File: src/rtl/pinarb_pkg.sv
package pinarb_pkg;
  // Flat index of the (function, pad) slot in every per-slot vector.
  function automatic int unsigned slot_idx(input int unsigned f, input int unsigned p,
                                           input int unsigned num_pads);
    return f * num_pads + p;
  endfunction
endpackage

File: src/rtl/pinarb_prio.sv
// Fixed-priority picker: lowest index wins, output one-hot or zero.
module pinarb_prio #(
  parameter int WIDTH = 4
) (
  input  logic [WIDTH-1:0] req,
  output logic [WIDTH-1:0] gnt,
  output logic             any
);
  logic [WIDTH:0] blocked;

  assign blocked[0] = 1'b0;
  for (genvar i = 0; i < WIDTH; i++) begin : g_chain
    assign gnt[i]         = req[i] & ~blocked[i];
    assign blocked[i + 1] = blocked[i] | req[i];
  end
  assign any = blocked[WIDTH];
endmodule

File: src/rtl/pinarb_steer.sv
// Per-pad steering: AND-OR merge of alternates, then one 2:1 level against main.
module pinarb_steer #(
  parameter int                   NUM_FUNCS = 4,
  parameter logic [NUM_FUNCS-1:0] FUNC_IDLE = '1,
  parameter logic                 MAIN_IDLE = 1'b1
) (
  input  logic [NUM_FUNCS-1:0] gnt,
  input  logic                 alt_busy,
  input  logic [NUM_FUNCS-1:0] alt_out,
  input  logic [NUM_FUNCS-1:0] alt_oe,
  output logic [NUM_FUNCS-1:0] alt_in,
  input  logic                 main_out,
  input  logic                 main_oe,
  output logic                 main_in,
  output logic                 pad_out,
  output logic                 pad_oe,
  input  logic                 pad_in
);
  logic alt_val;
  logic alt_en;

  // Grants are one-hot, so an AND-OR tree replaces a mux cascade.
  assign alt_val = |(gnt & alt_out);
  assign alt_en  = |(gnt & alt_oe);

  // Main function bypass: one selection level to the pad.
  always_comb begin
    if (alt_busy) begin
      pad_out = alt_val;
      pad_oe  = alt_en;
      main_in = MAIN_IDLE;
    end else begin
      pad_out = main_out;
      pad_oe  = main_oe;
      main_in = pad_in;
    end
  end

  for (genvar f = 0; f < NUM_FUNCS; f++) begin : g_in
    assign alt_in[f] = gnt[f] ? pad_in : FUNC_IDLE[f];
  end
endmodule

File: src/rtl/pinarb_top.sv
module pinarb_top
  import pinarb_pkg::*;
#(
  parameter int NUM_PADS  = 4,
  parameter int NUM_FUNCS = 4,
  parameter logic [NUM_FUNCS*NUM_PADS-1:0] CLAIM_MASK = 16'hB7ED,
  parameter logic [NUM_FUNCS-1:0]          FUNC_IDLE  = 4'b1011,
  parameter logic                          MAIN_IDLE  = 1'b1
) (
  input  logic                          clk,
  input  logic                          rst,
  input  logic [NUM_FUNCS-1:0]          func_req,
  input  logic [NUM_FUNCS*NUM_PADS-1:0] func_out,
  input  logic [NUM_FUNCS*NUM_PADS-1:0] func_oe,
  output logic [NUM_FUNCS*NUM_PADS-1:0] func_in,
  output logic [NUM_FUNCS*NUM_PADS-1:0] func_gnt,
  output logic [NUM_FUNCS*NUM_PADS-1:0] gnt_status,
  input  logic [NUM_PADS-1:0]           main_out,
  input  logic [NUM_PADS-1:0]           main_oe,
  output logic [NUM_PADS-1:0]           main_in,
  output logic [NUM_PADS-1:0]           main_own,
  output logic [NUM_PADS-1:0]           pad_out,
  output logic [NUM_PADS-1:0]           pad_oe,
  input  logic [NUM_PADS-1:0]           pad_in
);
  localparam int SLOTS = NUM_FUNCS * NUM_PADS;

  logic [SLOTS-1:0]    gnt_all;
  logic [NUM_PADS-1:0] alt_busy;

  for (genvar p = 0; p < NUM_PADS; p++) begin : g_pad
    logic [NUM_FUNCS-1:0] req_p;
    logic [NUM_FUNCS-1:0] gnt_p;
    logic [NUM_FUNCS-1:0] aout_p;
    logic [NUM_FUNCS-1:0] aoe_p;
    logic [NUM_FUNCS-1:0] ain_p;

    for (genvar f = 0; f < NUM_FUNCS; f++) begin : g_fn
      localparam int unsigned IDX = slot_idx(f, p, NUM_PADS);
      assign req_p[f]     = func_req[f] & CLAIM_MASK[IDX];
      assign aout_p[f]    = func_out[IDX];
      assign aoe_p[f]     = func_oe[IDX];
      assign gnt_all[IDX] = gnt_p[f];
      assign func_in[IDX] = ain_p[f];
    end

    pinarb_prio #(.WIDTH(NUM_FUNCS)) u_prio (
      .req (req_p),
      .gnt (gnt_p),
      .any (alt_busy[p])
    );

    pinarb_steer #(
      .NUM_FUNCS (NUM_FUNCS),
      .FUNC_IDLE (FUNC_IDLE),
      .MAIN_IDLE (MAIN_IDLE)
    ) u_steer (
      .gnt      (gnt_p),
      .alt_busy (alt_busy[p]),
      .alt_out  (aout_p),
      .alt_oe   (aoe_p),
      .alt_in   (ain_p),
      .main_out (main_out[p]),
      .main_oe  (main_oe[p]),
      .main_in  (main_in[p]),
      .pad_out  (pad_out[p]),
      .pad_oe   (pad_oe[p]),
      .pad_in   (pad_in[p])
    );
  end

  assign func_gnt = gnt_all;
  assign main_own = ~alt_busy;

  always_ff @(posedge clk) begin
    if (rst) gnt_status <= '0;
    else     gnt_status <= gnt_all;
  end
endmodule

File: config.mk
export PLATFORM = sky130hd
export DESIGN_NAME = pinarb_top
export DESIGN_NICKNAME = d
export VERILOG_FILES = /design/src/rtl/pinarb_pkg.sv /design/src/rtl/pinarb_prio.sv /design/src/rtl/pinarb_steer.sv /design/src/rtl/pinarb_top.sv
export SDC_FILE = /design/constraint.sdc
export NUM_CORES = 1
export LEC_CHECK = 0
export ABC_CLOCK_PERIOD_IN_PS = 2800
export BUFFER_PORTS_ARGS = -buffer_cell sky130_fd_sc_hd__buf_2
export CORE_MARGIN = 4
export CORE_UTILIZATION = 30
export DETAILED_ROUTE_END_ITERATION = 7
export PLACE_DENSITY_LB_ADDON = 0.08
export SLEW_MARGIN = 20
export SYNTH_ARGS = -nofsm -noshare
export SYNTH_HDL_FRONTEND = slang
export SYNTH_SLANG_ARGS = --single-unit
File: constraint.sdc
create_clock -name clk -period 2.8 [get_ports clk]
set_input_delay 0.14 -clock clk [delete_from_list [all_inputs] [get_ports clk]]
set_output_delay 0.14 -clock clk [all_outputs]
set_load 0.02 [all_outputs]
==> metrics.cfg, run 1 <==
[die]
start_util_pct = 31.4
io_pins = 114
core_um2 = 3080
row_count = 20
die_y_um = 64.7
dieArea_um2 = 4190
die_x_um = 64.7

[setup_path]
worstSetupEndpointType = output pin
cp_data_arrival_time_ns = 1.34
cp.required_ns = 2.66
path_max_fanout = 27
start_kind = input pin
crit_type = input pin to output pin

[power_and_ir_drop]
p_seq_share_pct = 31.9
power_density_nw_per_um2 = 336
finalPower_uw = 421
leakagePower_uw = 0.000715
clock_power_share_pct = 23.0
p_int_uw = 255
power_switching_share_pct = 39.4
switchingPower_uw = 166
combinationalPowerShare_pct = 45.2
irDropWorstVdd_uv = 95.5

[synthesis]
synthFlopType = dfxtp_1
netlist_instances = 142
synth_commonest_cells = buf_4 (33), inv_1 (12), nand2b_1 (12), nor2_1 (12)
synthAdderAreaFrac_pct = 0
postSynth.asyncResetShare_pct = 0
synth_top_area_cell = buf_4
avgSynthCellArea_um2 = 6.80
synthSimpleGateAreaFrac_pct = 32.5
yosysWarnings = 0
synth.cell_area_um2 = 966
synth_compound_area_share_pct = 12.4
synth_top_family_by_area = buffers and inverters
synth_top_area_share_pct = 25.6
ys_top_cells_by_area = buf_4 (26%), dfxtp_1 (19%), a221o_1 (8.3%)
synth_most_common_cell = buf_4
synth_mux_area_share_pct = 0
synth_seq_cells = 9
synth_edf_count = 0
synth_xor_area_share_pct = 0
synth_cell_types = 18
seq_area_frac_synth_pct = 18.7

[clocking]
numCtsBuffers = 3
postCtsHoldBufs = 0
clk_pin_slew_ns = 0.06
cts_buffer_depth = 2
cts_resized = 0
cts_max_level = 1
postCtsSetupBuffers = 0
cts_root_buf = clkbuf_4
cts_sinks = 9
cts_tree = built

[outcome]
status = completed

[detailed_routing]
firstDrtPassIters = 4
vias = 1061
viasPerCell = 4.24
detail_route.drc_violations = 0
totalWireLength_mm = 2.72
detail-route-antenna-nets = 0
drtIter0Drc = 26
wl_per_cell_um = 10.9

[sta]
worst_slack_ns = 1.32
tightest_slew_ns = 0.534
setup_viol = 0
min_period_ns = 1.48
rsz0062_at_grt = false
fin_hold_ws_ns = 0.166
fin_crit_sh_pct = 52.9
maxSlewViolCount = 0
fmax_mhz = 675
max-slew-margin-rel_pct = 64.4
finalHoldViolCount = 0
tns_ns = 0

[cells_and_area]
multi_input_area_um2 = 479
regMostFlops = gnt_status
reg_top3 = gnt_status x9
areaGrowthSynthToFinish_pct = 29.5
fin_area_um2 = 1250
regArea_um2 = 180
num-nets-final = 257
largest_reg_flops = 9
antenna_cells = 0
drive_gt1_share_pct = 47.1
n_fill_cell = 355

[grt]
grt_pass1_wl_mm = 4.09
grt_use_total_pct = 12.0
grt_pass1_vias = 960
overflow = 0
grt_max_degree = 35
antenna_found_initial = 0

[min_path]
min_path_type = input pin to flop

[place]
gp_congestion = 0.744
io_buffer_count = 93
place_hpwl_mm = 2.23
place_area_um2 = 1220
pre_cts_ws_ns = 1.32

[run]
maxCapViolations = 0

-- path summary, 6_finish.rpt --
kind                    start                        to  slack [ns]  cells past startpoint
setup / recovery  func_req[1]                 pad_oe[2]        1.32                      5
hold / removal            rst  gnt_status[9]$_SDFF_PP0_        0.17                      2
-- cell families after synthesis --
group           count (synthesis)
flops                           9
other cells                     2
buf+inv                        55
simple gates                   60
compound gates                 16
-- worst max-delay path: stages --
cell and delay, ns:
buf_2 0.37, nor2b_1 0.17, a221o_1 0.35, a21oi_1 0.13
buf_2 0.18
-- power by group through the flow --
stage | clock [uW] | sequential [uW] | combinational, uW
3_5_place_dp | 0 | 137 | 191
3_3_place_gp | 0 | 137 | 190
5_1_grt | 105 | 135 | 208
6_report | 96.6 | 134 | 190
2_1_floorplan | 0 | 143 | 155
4_1_cts | 101 | 134 | 192
-- cells in the final DEF (no fill, tap or decap) --
cell type / count
inv_1: 12
dfxtp_1: 9
nor2b_1: 6
nor2_1: 12
and2_1: 3
conb_1: 12
buf_2: 93
or3_1: 2
a221o_1: 8
nand2b_1: 12
nor3_1: 7
a21oi_1: 8
clkbuf_4: 3
nor4_1: 8
clkbuf_1: 1
nand2_1: 9
or2_2: 1
-- area by class of cell --
cell class / instances / share of cell area (%)
flip-flops and latches: 9 / 14.4
clock buffers: 4 / 2.10
well taps: 44 / 4.40
inverters: 12 / 3.60
repair buffers: 93 / 37.2
multi-input cells: 88 / 38.3
-- through the flow --
stage | utilization, % | cells
floorplan | - | 152
global placement | 39.8 | 246
detailed placement | 39.8 | 246
CTS | 40.7 | 250
global route | 40.7 | 250
finish | 40.7 | 250
-- per-layer routing --
metal	vias up	share of wire, %	GRT usage (%)
met4	0	0.37	4.75
met5	-	0	0
met2	50	53	22.6
li1	547	-	-
met3	2	9.4	2.08
met1	462	37	13.0
Note: power is estimated with default switching activity, not from simulation.
==> run 2, diff against run 1 <==
--- a/config.mk
+++ b/config.mk
@@ -5,7 +5,7 @@
 export SDC_FILE = /design/constraint.sdc
 export NUM_CORES = 1
 export LEC_CHECK = 0
-export ABC_CLOCK_PERIOD_IN_PS = 2800
+export ABC_CLOCK_PERIOD_IN_PS = 1350
 export BUFFER_PORTS_ARGS = -buffer_cell sky130_fd_sc_hd__buf_2
 export CORE_MARGIN = 4
 export CORE_UTILIZATION = 30
==> constraint.sdc (replaced) <==
create_clock -name clk -period 1.35 [get_ports clk]
set_input_delay 0.0675 -clock clk [delete_from_list [all_inputs] [get_ports clk]]
set_output_delay 0.0675 -clock clk [all_outputs]
set_load 0.02 [all_outputs]
==> run 2 against run 1 <==
Compared with the run above: via count increased by 1.1%; die area is the same; power is 110% higher; critical path depth stayed put; non-clock buffer count rose by 6.
==> metrics.cfg, run 2 (synthesized netlist as in run 1, its figures left out) <==
[grt]
antenna_found_initial = 0
grt_pass1_wl_mm = 4.56
grt_max_degree = 19
overflow = 0
grt_use_total_pct = 13.3
grt_pass1_vias = 1016

[sta]
setup_viol = 0
finalHoldViolCount = 0
fmax_mhz = 836
tns_ns = 0
worst_slack_ns = 0.154
fin_crit_sh_pct = 88.6
maxSlewViolCount = 0
min_period_ns = 1.20
rsz0062_at_grt = false

[setup_path]
crit_path_cell_trace = buf_2 > nor2b_1 > a221o_1 > a21oi_1 > buf_2
slowest_delay_ns = 0.34
crit_type = input pin to output pin
start_kind = input pin
cp_data_arrival_time_ns = 1.13
cp.required_ns = 1.28
path_max_fanout = 18
slowest_stage = a221o_1
cp_common_cell = buf_2
worstSetupEndpointType = output pin

[power_and_ir_drop]
leakagePower_uw = 0.000744
switchingPower_uw = 349
combinationalPowerShare_pct = 46.1
p_seq_share_pct = 31.3
power_switching_share_pct = 39.3
clock_power_share_pct = 22.7
irDropWorstVdd_uv = 176
power_density_nw_per_um2 = 686
p_int_uw = 540

[place]
io_buffer_count = 93
gp_congestion = 0.742
place_hpwl_mm = 2.40
pre_cts_ws_ns = 0.174

[clocking]
cts_buffer_depth = 2
cts_max_level = 1
clk_pin_slew_ns = 0.06
cts_tree = built
cts_resized = 0
postCtsSetupBuffers = 0
numCtsBuffers = 3
cts_root_buf = clkbuf_4
postCtsHoldBufs = 0
cts_sinks = 9

[cells_and_area]
areaGrowthSynthToFinish_pct = 34.2
largest_reg_flops = 9
antenna_cells = 0
num-nets-final = 263
reg_top3 = gnt_status x9
drive_gt1_share_pct = 48.6
n_fill_cell = 359
regMostFlops = gnt_status
layout_common_cells = buf_2 (93), nand2b_1 (12), nor2_1 (12), inv_1 (12), conb_1 (12)
final_common_cell = buf_2

[die]
die_x_um = 64.7
core_um2 = 3080
row_count = 20
io_pins = 114
die_y_um = 64.7
dieArea_um2 = 4190
start_util_pct = 31.4

[outcome]
status = completed

[run]
maxCapViolations = 0

[detailed_routing]
totalWireLength_mm = 2.84
drtIter0Drc = 30
firstDrtPassIters = 5
detail-route-antenna-nets = 0
viasPerCell = 4.19
wl_per_cell_um = 11.1
detail_route.drc_violations = 0
vias = 1073

[min_path]
holdPathStages = 2
whs_endpoint = gnt_status[3]$_SDFF_PP0_
min-delay-start = rst
min_path_type = input pin to flop

-- run 2: layout make-up --
class / count / area [um^2] / share of cell area, %
well taps: 44 / 55.1 / 4.25
repair buffers: 99 / 510 / 39.4
clock buffers: 4 / 26.3 / 2.03
multi-input cells: 88 / 479 / 37.0
flip-flops and latches: 9 / 180 / 13.9
inverters: 12 / 45.0 / 3.47
-- run 2: worst max-delay path, delay by kind of cell --
kind / cells / cell delay (ns)
compound gates: 2 / 0.47
buf+inv: 2 / 0.37
simple gates: 1 / 0.21
-- run 2: worst max path at each step --
stage / from / to / depth (start not counted)
detailed placement: func_req[2] / pad_oe[2] / 5
finish: func_req[2] / pad_out[2] / 5
global placement: func_req[2] / pad_out[2] / 5
CTS: func_req[2] / pad_out[2] / 5
floorplan: func_req[1] / main_in[3] / 5
global route: func_req[2] / pad_oe[2] / 5
-- run 2: power by group through the flow --
stage / registers (uW) / clock network, uW / logic, uW
after floorplan: 298 / 0 / 321
final: 278 / 201 / 410
after global routing: 279 / 233 / 448
after CTS: 278 / 214 / 413
after detailed placement: 284 / 0 / 412
after global placement: 284 / 0 / 408
-- run 2: layer usage --
layer / routed length [um] / part of all wire (%) / GRT usage (%) / vias up
met5: 0 / 0 / 0 / -
met4: 10 / 0.35 / 5.28 / 0
met3: 241 / 8.5 / 3.47 / 2
met2: 1490 / 52 / 23.4 / 52
met1: 1100 / 39 / 15.2 / 463
li1: - / - / - / 556
-- run 2: through the flow --
| stage | instances | util (%) | cell area [um^2] | hold slack, ns | total power (uW) |
|---|---|---|---|---|---|
| after CTS | 256 | 42.1 | 1300 | 0.0785 | 905 |
| final | 256 | 42.1 | 1300 | 0.0887 | 889 |
| after global routing | 256 | 42.1 | 1300 | 0.0930 | 960 |
| after floorplan | 152 | - | 1000 | 0.239 | 619 |
| after global placement | 252 | 41.3 | 1270 | 0.363 | 692 |
| after detailed placement | 252 | 41.3 | 1270 | 0.361 | 696 |
==> run 3, diff against run 2 <==
--- a/config.mk
+++ b/config.mk
@@ -6,7 +6,7 @@
 export NUM_CORES = 1
 export LEC_CHECK = 0
 export ABC_CLOCK_PERIOD_IN_PS = 1350
-export BUFFER_PORTS_ARGS = -buffer_cell sky130_fd_sc_hd__buf_2
+export BUFFER_PORTS_ARGS = -buffer_cell sky130_fd_sc_hd__buf_4
 export CORE_MARGIN = 4
 export CORE_UTILIZATION = 30
 export DETAILED_ROUTE_END_ITERATION = 7
==> run 3 against run 2 <==
Compared with the run above: first-iteration DRC count is 37% higher; global-route usage is 0.13 points higher; worst setup slack better by 0.046 ns; count of clock-buffer cells in the layout stayed put; critical path type unchanged; via count is 2.0% higher; cell count is 2.0% lower; non-clock buffer count is 5 lower; cell area is 15% higher; wire length is 4.8% higher; sequential share of layout area is 1.8 points lower; highest routed layer unchanged.
==> metrics.cfg, run 3 (synthesized netlist as in run 1, its figures left out) <==
[detailed_routing]
detail_route.drc_violations = 0
viasPerCell = 4.36
wl_per_cell_um = 11.8
drtIter0Drc = 41
vias = 1094
firstDrtPassIters = 4
detail-route-antenna-nets = 0
totalWireLength_mm = 2.97

[sta]
fin_crit_sh_pct = 85.2
rsz0062_at_grt = false
min_period_ns = 1.15
setup_viol = 0
finalHoldViolCount = 0
tns_ns = 0
fmax_mhz = 869
maxSlewViolCount = 0

[die]
start_util_pct = 31.4
die_x_um = 64.7
core_um2 = 3080
io_pins = 114
dieArea_um2 = 4190
row_count = 20
die_y_um = 64.7

[cells_and_area]
layout_common_cells = buf_4 (94), nand2b_1 (12), nor2_1 (12), inv_1 (12), conb_1 (12)
areaGrowthSynthToFinish_pct = 54.4
largest_reg_flops = 9
fin_area_um2 = 1490
final_common_cell = buf_4
reg_top3 = gnt_status x9
antenna_cells = 0
num-nets-final = 258
regMostFlops = gnt_status
drive_gt1_share_pct = 47.3

[setup_path]
crit_path_cell_trace = buf_4 > nor2b_1 > a221o_1 > a21oi_1 > buf_4
crit_type = input pin to output pin
crit_family = compound AO/OA/AOI/OAI gates
worstSetupEndpointType = output pin
slowest_stage = a221o_1
start_kind = input pin
path_max_fanout = 23
critPathBufInv = 2
slowest_delay_ns = 0.33
cp_common_cell = buf_4
cp.required_ns = 1.28
cp_data_arrival_time_ns = 1.08

[clocking]
cts_buffer_depth = 2
cts_max_level = 1
cts_sinks = 9
postCtsSetupBuffers = 0
postCtsHoldBufs = 0
clk_pin_slew_ns = 0.06
cts_root_buf = clkbuf_4
cts_tree = built
numCtsBuffers = 3
cts_resized = 0

[place]
place_hpwl_mm = 2.45
gp_congestion = 0.728
io_buffer_count = 93
place_area_um2 = 1470

[power_and_ir_drop]
power_density_nw_per_um2 = 639
leakagePower_uw = 0.000791
irDropWorstVdd_uv = 220

[grt]
antenna_found_initial = 0
grt_pass1_vias = 1059
grt_pass1_wl_mm = 4.62
grt_use_total_pct = 13.4
grt_max_degree = 35
overflow = 0

[run]
maxCapViolations = 0

[min_path]
min_path_type = input pin to flop

[outcome]
status = completed

run 3: cell count changes in the layout (fill, tap and decap cells not counted):
cell	before	now
buf_2	93	0
buf_4	6	94
run 3: power by group:
| part | total [uW] | switching [uW] | internal [uW] |
|---|---|---|---|
| registers | 279 | 3.39 | 276 |
| logic | 479 | 263 | 216 |
| clock network | 194 | 81.4 | 113 |
run 3: layout make-up:
class | instances | area (um^2)
multi-input combinational | 88 | 479
inverter | 12 | 45.0
timing repair buffer | 94 | 706
clock buffer | 4 | 26.3
tap | 44 | 55.1
sequential | 9 | 180
fill | 331 | 1590
run 3: worst paths after layout:
check | from | end | slack [ns] | cells after the start
worst max-delay path | func_req[2] | pad_oe[2] | 0.20 | 5
worst min-delay path | rst | gnt_status[7]$_SDFF_PP0_ | 0.05 | 2
run 3: layer usage:
metal | vias up | part of all wire, % | track usage (%)
met5 | - | 0 | 0
met4 | 0 | 0.50 | 5.01
met3 | 2 | 9.3 | 2.77
met2 | 52 | 53 | 25.7
met1 | 490 | 37 | 14.2
li1 | 550 | - | -
run 3: through the flow:
stage / utilization (%) / instances / setup WS, ns / hold WS, ns / power (uW)
3_3_place_gp: 47.6 / 247 / 0.215 / 0.310 / 759
6_report: 48.5 / 251 / 0.200 / 0.0527 / 953
4_1_cts: 48.5 / 251 / 0.201 / 0.0442 / 966
2_1_floorplan: - / 152 / 0.120 / 0.239 / 619
3_5_place_dp: 47.6 / 247 / 0.201 / 0.315 / 766
5_1_grt: 48.5 / 251 / 0.121 / 0.0476 / 1020
